===== src/rtl/ts_pkg.sv =====
package ts_pkg;

    localparam int TS_CNT_W  = 16;
    localparam int TS_DATA_W = 32;

    typedef enum logic [1:0] {
        GM_RESET = 2'd0,
        GM_OPER  = 2'd1,
        GM_TEST  = 2'd2,
        GM_STOP  = 2'd3
    } glb_mode_e;

    typedef enum logic [1:0] {
        CM_RESET = 2'd0,
        CM_COMM  = 2'd1,
        CM_HALT  = 2'd2,
        CM_SPARE = 2'd3
    } ch_mode_e;

    typedef enum logic {
        SRC_PCLK = 1'b0,
        SRC_BITT = 1'b1
    } cnt_src_e;

    // Per-cycle decision handed from the run controller to the counter.
    typedef struct packed {
        logic clear;
        logic advance;
    } run_cmd_t;

    // Decide whether the count advances this cycle, given the source and modes.
    function automatic logic run_advance(cnt_src_e src, glb_mode_e gm,
                                         ch_mode_e cm, logic tick);
        logic adv;
        if (gm == GM_RESET) begin
            adv = 1'b0;
        end else if (src == SRC_PCLK) begin
            adv = (gm == GM_OPER);
        end else begin
            adv = (cm == CM_COMM) && tick;
        end
        return adv;
    endfunction

endpackage


===== src/rtl/ts_run_ctrl.sv =====
module ts_run_ctrl
    import ts_pkg::*;
(
    input  logic      clk,
    input  logic      rst,
    input  cnt_src_e  src,
    input  glb_mode_e gm,
    input  ch_mode_e  cm,
    input  logic      tick,
    output run_cmd_t  cmd
);

    always_comb begin
        cmd.clear   = (gm == GM_RESET);
        cmd.advance = run_advance(src, gm, cm, tick);
    end

    // with the clock source, no advance outside operating mode
    p_pclk_idle_r4: assert property (@(posedge clk) disable iff (rst)
        (src == SRC_PCLK && gm != GM_OPER) |-> !cmd.advance);

    // with the bit-time source, no advance without a tick in comm mode
    p_bitt_gate_r5: assert property (@(posedge clk) disable iff (rst)
        (src == SRC_BITT && !(tick && cm == CM_COMM)) |-> !cmd.advance);

    // clear and advance never requested together
    p_clear_excl_r2: assert property (@(posedge clk) disable iff (rst)
        cmd.clear |-> !cmd.advance);

endmodule


===== src/rtl/ts_counter.sv =====
module ts_counter
    import ts_pkg::*;
#(
    parameter int CNT_W = TS_CNT_W
) (
    input  logic             clk,
    input  logic             rst,
    input  run_cmd_t         cmd,
    output logic [CNT_W-1:0] count
);

    localparam logic [CNT_W-1:0] ONE = CNT_W'(1);

    always_ff @(posedge clk) begin
        if (rst || cmd.clear) begin
            count <= '0;
        end else if (cmd.advance) begin
            count <= count + ONE;
        end
    end

    p_clear_r2: assert property (@(posedge clk) disable iff (rst)
        cmd.clear |=> (count == '0));

    p_step_r3: assert property (@(posedge clk) disable iff (rst)
        (!cmd.clear && cmd.advance) |=> (count == $past(count) + ONE));

    p_hold_r4: assert property (@(posedge clk) disable iff (rst)
        (!cmd.clear && !cmd.advance) |=> $stable(count));

endmodule


===== src/rtl/ts_capture.sv =====
module ts_capture
    import ts_pkg::*;
#(
    parameter int CNT_W = TS_CNT_W
) (
    input  logic             clk,
    input  logic             rst,
    input  logic             sof,
    input  logic [CNT_W-1:0] count,
    output logic [CNT_W-1:0] cap_value,
    output logic             cap_valid
);

    always_ff @(posedge clk) begin
        if (rst) begin
            cap_value <= '0;
            cap_valid <= 1'b0;
        end else begin
            cap_valid <= sof;
            if (sof) begin
                cap_value <= count;
            end
        end
    end

    // stamp is the pre-edge count, strobe lasts one cycle
    p_stamp_r6: assert property (@(posedge clk) disable iff (rst)
        sof |=> (cap_valid && cap_value == $past(count)));

    p_strobe_r6: assert property (@(posedge clk) disable iff (rst)
        !sof |=> (!cap_valid && $stable(cap_value)));

endmodule


===== src/rtl/ts_read_port.sv =====
module ts_read_port
    import ts_pkg::*;
#(
    parameter int CNT_W  = TS_CNT_W,
    parameter int DATA_W = TS_DATA_W
) (
    input  logic                clk,
    input  logic                rst,
    input  logic                rd_en,
    input  logic [DATA_W/8-1:0] rd_be,
    input  logic [CNT_W-1:0]    count,
    output logic [DATA_W-1:0]   rd_data
);

    localparam int LANES = DATA_W / 8;

    logic [DATA_W-1:0] word;
    assign word = {{(DATA_W-CNT_W){1'b0}}, count};

    for (genvar i = 0; i < LANES; i++) begin : g_lane
        assign rd_data[8*i +: 8] = (rd_en && rd_be[i]) ? word[8*i +: 8] : 8'h00;
    end

    // the bits above the count never carry data
    always_comb begin
        if (!rst) begin
            a_upper_zero_r7: assert (rd_data[DATA_W-1:CNT_W] == '0);
        end
    end

    // an idle read port drives nothing
    p_idle_zero_r8: assert property (@(posedge clk) disable iff (rst)
        !rd_en |-> (rd_data == '0));

endmodule


===== src/rtl/ts_frame_stamp.sv =====
module ts_frame_stamp
    import ts_pkg::*;
#(
    parameter int CNT_W  = TS_CNT_W,
    parameter int DATA_W = TS_DATA_W
) (
    input  logic                clk,
    input  logic                rst,
    input  logic                src_sel,
    input  logic [1:0]          glb_mode,
    input  logic [1:0]          ch_mode,
    input  logic                bit_tick,
    input  logic                sof,
    input  logic                rd_en,
    input  logic [DATA_W/8-1:0] rd_be,
    output logic [DATA_W-1:0]   rd_data,
    output logic [CNT_W-1:0]    cap_value,
    output logic                cap_valid
);

    run_cmd_t         cmd;
    logic [CNT_W-1:0] count;

    ts_run_ctrl u_ctrl (
        .clk  (clk),
        .rst  (rst),
        .src  (cnt_src_e'(src_sel)),
        .gm   (glb_mode_e'(glb_mode)),
        .cm   (ch_mode_e'(ch_mode)),
        .tick (bit_tick),
        .cmd  (cmd)
    );

    ts_counter #(.CNT_W(CNT_W)) u_cnt (
        .clk   (clk),
        .rst   (rst),
        .cmd   (cmd),
        .count (count)
    );

    ts_capture #(.CNT_W(CNT_W)) u_cap (
        .clk       (clk),
        .rst       (rst),
        .sof       (sof),
        .count     (count),
        .cap_value (cap_value),
        .cap_valid (cap_valid)
    );

    ts_read_port #(.CNT_W(CNT_W), .DATA_W(DATA_W)) u_rd (
        .clk     (clk),
        .rst     (rst),
        .rd_en   (rd_en),
        .rd_be   (rd_be),
        .count   (count),
        .rd_data (rd_data)
    );

    // reset leaves no stale strobe behind
    p_reset_quiet_r1: assert property (@(posedge clk)
        rst |=> (!cap_valid && cap_value == '0));

endmodule


===== config.mk =====
export PLATFORM = sky130hd
export DESIGN_NAME = ts_frame_stamp
export DESIGN_NICKNAME = d
export VERILOG_FILES = /design/src/rtl/ts_pkg.sv /design/src/rtl/ts_run_ctrl.sv /design/src/rtl/ts_counter.sv /design/src/rtl/ts_capture.sv /design/src/rtl/ts_read_port.sv /design/src/rtl/ts_frame_stamp.sv
export SDC_FILE = /design/constraint.sdc
export NUM_CORES = 1
export LEC_CHECK = 0
export ABC_AREA = 1
export BUFFER_PORTS_ARGS = -buffer_cell sky130_fd_sc_hd__buf_4
export CORE_MARGIN = 10
export CORE_UTILIZATION = 29
export DETAILED_ROUTE_END_ITERATION = 12
export PLACE_DENSITY = 0.56
export SYNTH_ARGS = -nofsm -noshare
export SYNTH_HDL_FRONTEND = slang
export SYNTH_HIERARCHICAL = 1
export SYNTH_SLANG_ARGS = --single-unit

===== constraint.sdc =====
create_clock -name clk -period 1.26 [get_ports clk]
set_input_delay 0.189 -clock clk [delete_from_list [all_inputs] [get_ports clk]]
set_output_delay 0.189 -clock clk [all_outputs]
set_load 0.005 [all_outputs]

# Word level (Yosys, flattened, before mapping)
# Cells that the tools add are included.
[word_totals] in_bits=14 register_bits=33 word_cells=15 out_inout_bits=49
[classes] mux=4 addsub=1 n_eq_ne=2 reduce_logical=5
[ops] cell="$add A16 B1 Y16 const B" n=1
[ops] cell="$mux W8" n=2
[ops] cell="$eq A2 B1 Y1 const B" n=2
[ops] cell="$logic_and A1 B1 Y1" n=3
[ops] cell="$logic_not A2 Y1" n=1
[ops] cell="$mux W1" n=2
[ops] cell="$logic_or A1 B1 Y1" n=1

# Longest topological paths before layout
[depth] ltp_word=4 mapped_depth=11 depth_no_buf=11

# Cells and area by module
# The synthesis kept the hierarchy.
[modules_own_cells] mod="ts_counter" area_each_um2=792.0 instances=1 cells_per_inst=117 seq_area_each_um2=320.3
[modules_own_cells] mod="ts_capture" area_each_um2=767.0 instances=1 cells_per_inst=105 seq_area_each_um2=340.3
[modules_own_cells] mod="ts_read_port" area_each_um2=251.5 instances=1 cells_per_inst=51 seq_area_each_um2=0.0
[modules_own_cells] mod="ts_run_ctrl" area_each_um2=46.3 instances=1 cells_per_inst=10 seq_area_each_um2=0.0

# Worst setup path after synthesis
# No wires, ideal clock.
[synth_timing] path_type="input -> register" start="input port glb_mode[0]" end="register u_cnt.count[13]" stages=11 arrival_time_ns=1.132 setup_ns=0.117 required_time_ns=1.143 setup_slack_ns=0.010 path_buffers=0 cell_sequence="clkinv_1 -> nand2_2 -> nand2_1 -> a21oi_2 -> nand2_2 -> nor2_4 -> nand2_2 -> nor2_2 -> nand3_1 -> nand2_1 -> nor2_1"
[synth_lines] item="start, declared" line="ts_frame_stamp.sv:10" rtl="input logic [1:0] glb_mode,"
[synth_lines] item="end signal, assigned" line="ts_counter.sv:18" rtl="count <= count + ONE;"
[synth_lines] item="end, declared" line="ts_counter.sv:9" rtl="output logic [CNT_W-1:0] count"

# Worst setup path in the final report
[layout_timing] start="register u_cnt.count[2]" end="output port rd_data[2]"
[layout_via] elab_chain_len=1
[layout_lines] item="$mux W8" line="ts_read_port.sv:21" rtl="assign rd_data[8*i +: 8] = (rd_en && rd_be[i]) ? word[8*i +: 8] : 8'h00;"
[layout_lines] item="end, declared" line="ts_frame_stamp.sv:16" rtl="output logic [DATA_W-1:0] rd_data,"
# No other way between the ends.

==> impl_metrics.csv <==
group,metric,value,unit
finish,nFillCells,672,
placed_design,placed_cells,413,
die,rows,29,
placed_design,port_buffers,44,
sta,timing.fmax,823,MHz
synth,syn_area,1860,um2
die,fp.coreArea,6280,um2
placed_design,pre_cts_slack,-133,ps
finish,layoutNonFillerInstCount,423,
sta,hold_viol,0,
setup_path,path_class,"reg -> out",
setup_path,worstPathRequired,1070,ps
sta,rsz0062_at_grt,"yes",
route,wl,4.52,mm
synth,synth_top_area_share,35.6,%
grt,grt_max_degree,34,
finish,antenna_cells,0,
clock_network,clkLatencyLatePin,280,ps
sta,fin_ws,44.6,ps
grt,grt_usage,9.06,%
setup_path,cp_max_fo,3,
synth,yosys-top-cells-count,"nor2_1 (61), nand2_1 (50), inv_1 (49)",
route,drc,0,
worst_hold_path,min_path_type,"in -> reg",
clock_network,cts_made_buffers,5,
sta,post-route-period-util,96.5,%
grt,antenna_found_initial,0,
synth,synth_warnings,6,
grt,grt_pass1_vias,1598,
pwr,ir_drop,423,uV
synth,netlist_instances,283,
route,routedWlPerCell,10.7,um
synth,yosysMostFrequentCell,"nor2_1",
run,drv_cap,0,
clock_network,cts_root_buf,"clkbuf_8",
setup_path,crit_path_end_kind,"output pin",
synth,async_flop_share,0,%
synth,synth.area.top_cells,"dfxtp_1 (36%), nor2_1 (12%), nand2_1 (10%)",
finish,nNetsFinal,360,
route,vias,1709,
sta,finalMaxSlewViolations,0,
die,die_x,100,um
placed_design,gp_congestion,0.801,
die,ioPinCount,63,
synth,yosysSeqAreaShare,35.6,%
placed_design,dp_hpwl,3.48,mm
synth,synth.distinct_cells,24,
pwr,p_per_area,881,nW/um2
route,antenna_left,0,
sta,min_period,1220,ps
synth,ys_ff_latch,33,
clock_network,numClockSinks,33,
route,vias_per_cell,4.04,
synth,syn_avg_cell_area,6.56,um2
clock_network,h-tree-depth,2,
grt,grt_overflow_total,0,
sta,final.setup.tns,0,ps
clock_network,cts_tree,"built",
finish,fin_area,2410,um2
finish,syn_to_final_growth,29.9,%
sta,setup_viol,0,
placed_design,dpl-instance-area,2260,um2
die,die_height,100,um
route,drtPass1Iterations,4,
clock_network,cts_buffer_depth,2,
setup_path,start_kind,"flop",
setup_path,cp.arrival,1030,ps
synth,synth_flop_cell,"dfxtp_1",
finish,layout-drive-gt1-share,35.3,%
sta,clock_skew,2.61,ps
synth,yosysTopAreaCell,"dfxtp_1",
clock_network,clk_pin_slew_worst_paths,70,ps
synth,synth_edf_count,0,
grt,grt_first_pass_wirelength,7.51,mm
die,initial_utilization,29.6,%
pwr,power,2.13,mW
run_status,status,"completed",
die,die-area,10000,um2
pwr,leakage,1.10,nW
clock_network,hold_buffers,0,
route,drt_iter0_markers,72,
[layer usage]
layer / GRT usage [%] / vias up / routed length, um
met3: 4.12 / 6 / 360
li1: - / 925 / -
met5: 0 / - / 0
met1: 10.3 / 742 / 2030
met2: 14.7 / 36 / 2080
met4: 3.15 / 0 / 55
[critical path: stages (launching register included)]
cell and delay (ps):
dfxtp_2 360, buf_4 120, inv_1 30, nor2_1 100, buf_4 130
[registers in the layout, summed over array words and instances, names as in the netlist]
| signal | flops |
|---|---|
| u_cap/cap_valid | 1 |
| u_cap/cap_value | 16 |
| u_cnt/count | 16 |
[cells in the final DEF, fill, tap and decap left out]
master	Yosys	layout
dfxtp_2	0	11
nand3_1	9	8
clkinv_1	1	1
o21a_1	1	1
nand3_2	1	1
clkinv_2	0	2
nand4_1	2	2
buf_4	17	60
nor2_4	2	2
nand3_4	0	1
nor3_1	2	2
clkbuf_1	0	1
nand2_2	14	15
dfxtp_1	33	22
ha_2	0	1
nand2_1	50	49
o21ai_1	4	4
buf_6	3	2
nor2_1	61	56
a21oi_2	1	1
clkbuf_8	0	5
a21oi_1	9	9
nor2_2	12	17
conb_1	1	16
o21ai_0	4	4
inv_1	49	49
inv_2	4	4
[metrics by stage]
stage          hold WS, ps  utilization [%]
2_1_floorplan          260                -
3_5_place_dp           386             36.1
3_3_place_gp           386             36.1
5_1_grt               84.5             38.4
4_1_cts               80.0             37.4
6_report              85.9             38.4
[power breakdown]
group	internal, mW	leakage (nW)	switching [mW]
clock	0.382	0.0450	0.386
sequential	1.08	0.275	0.0174
combinational	0.119	0.780	0.145
[final timing paths]
kind	from	to	slack, ps	depth (start not counted)
max	u_cnt/count[2]	rd_data[2]	40	4
min	rst	u_cap/cap_valid	90	2
max reg2reg	u_cnt/count[1]	u_cnt/count[12]	80	6
min reg2reg	u_cap/cap_value[12]	u_cap/cap_value[12]	470	2
[layout make-up]
class / instances / area (um2) / area share (%)
Multi-Input combinational cell: 189 / 883 / 36.6
Timing Repair Buffer: 62 / 473 / 19.6
Clock buffer: 6 / 72.6 / 3.01
Inverter: 54 / 203 / 8.40
Tap cell: 77 / 96.3 / 3.99
Clock inverter: 2 / 10.0 / 0.415
Sequential cell: 33 / 674 / 28.0
[kinds of logic (layout without fill, tap and decap cells)]
family          after synthesis  count (layout)  share of synthesized area, %
buf+inv                      76             124                          21.5
fa+ha+maj                     1               1                         0.674
simple gates                153             153                          36.6
flops                        33              33                          35.6
compound gates               19              19                          5.46
other cells                   1              16                         0.202
[repair_timing]
| action | CTS | global route |
|---|---|---|
| setup endpoints to repair | 1 | 20 |
| pin swaps | 0 | 3 |
| resized for setup | 1 | 21 |
| endpoints found under the hold margin | 0 | 0 |
| buffers inserted | 0 | 2 |
Note: power is estimated with default switching activity, not from simulation.
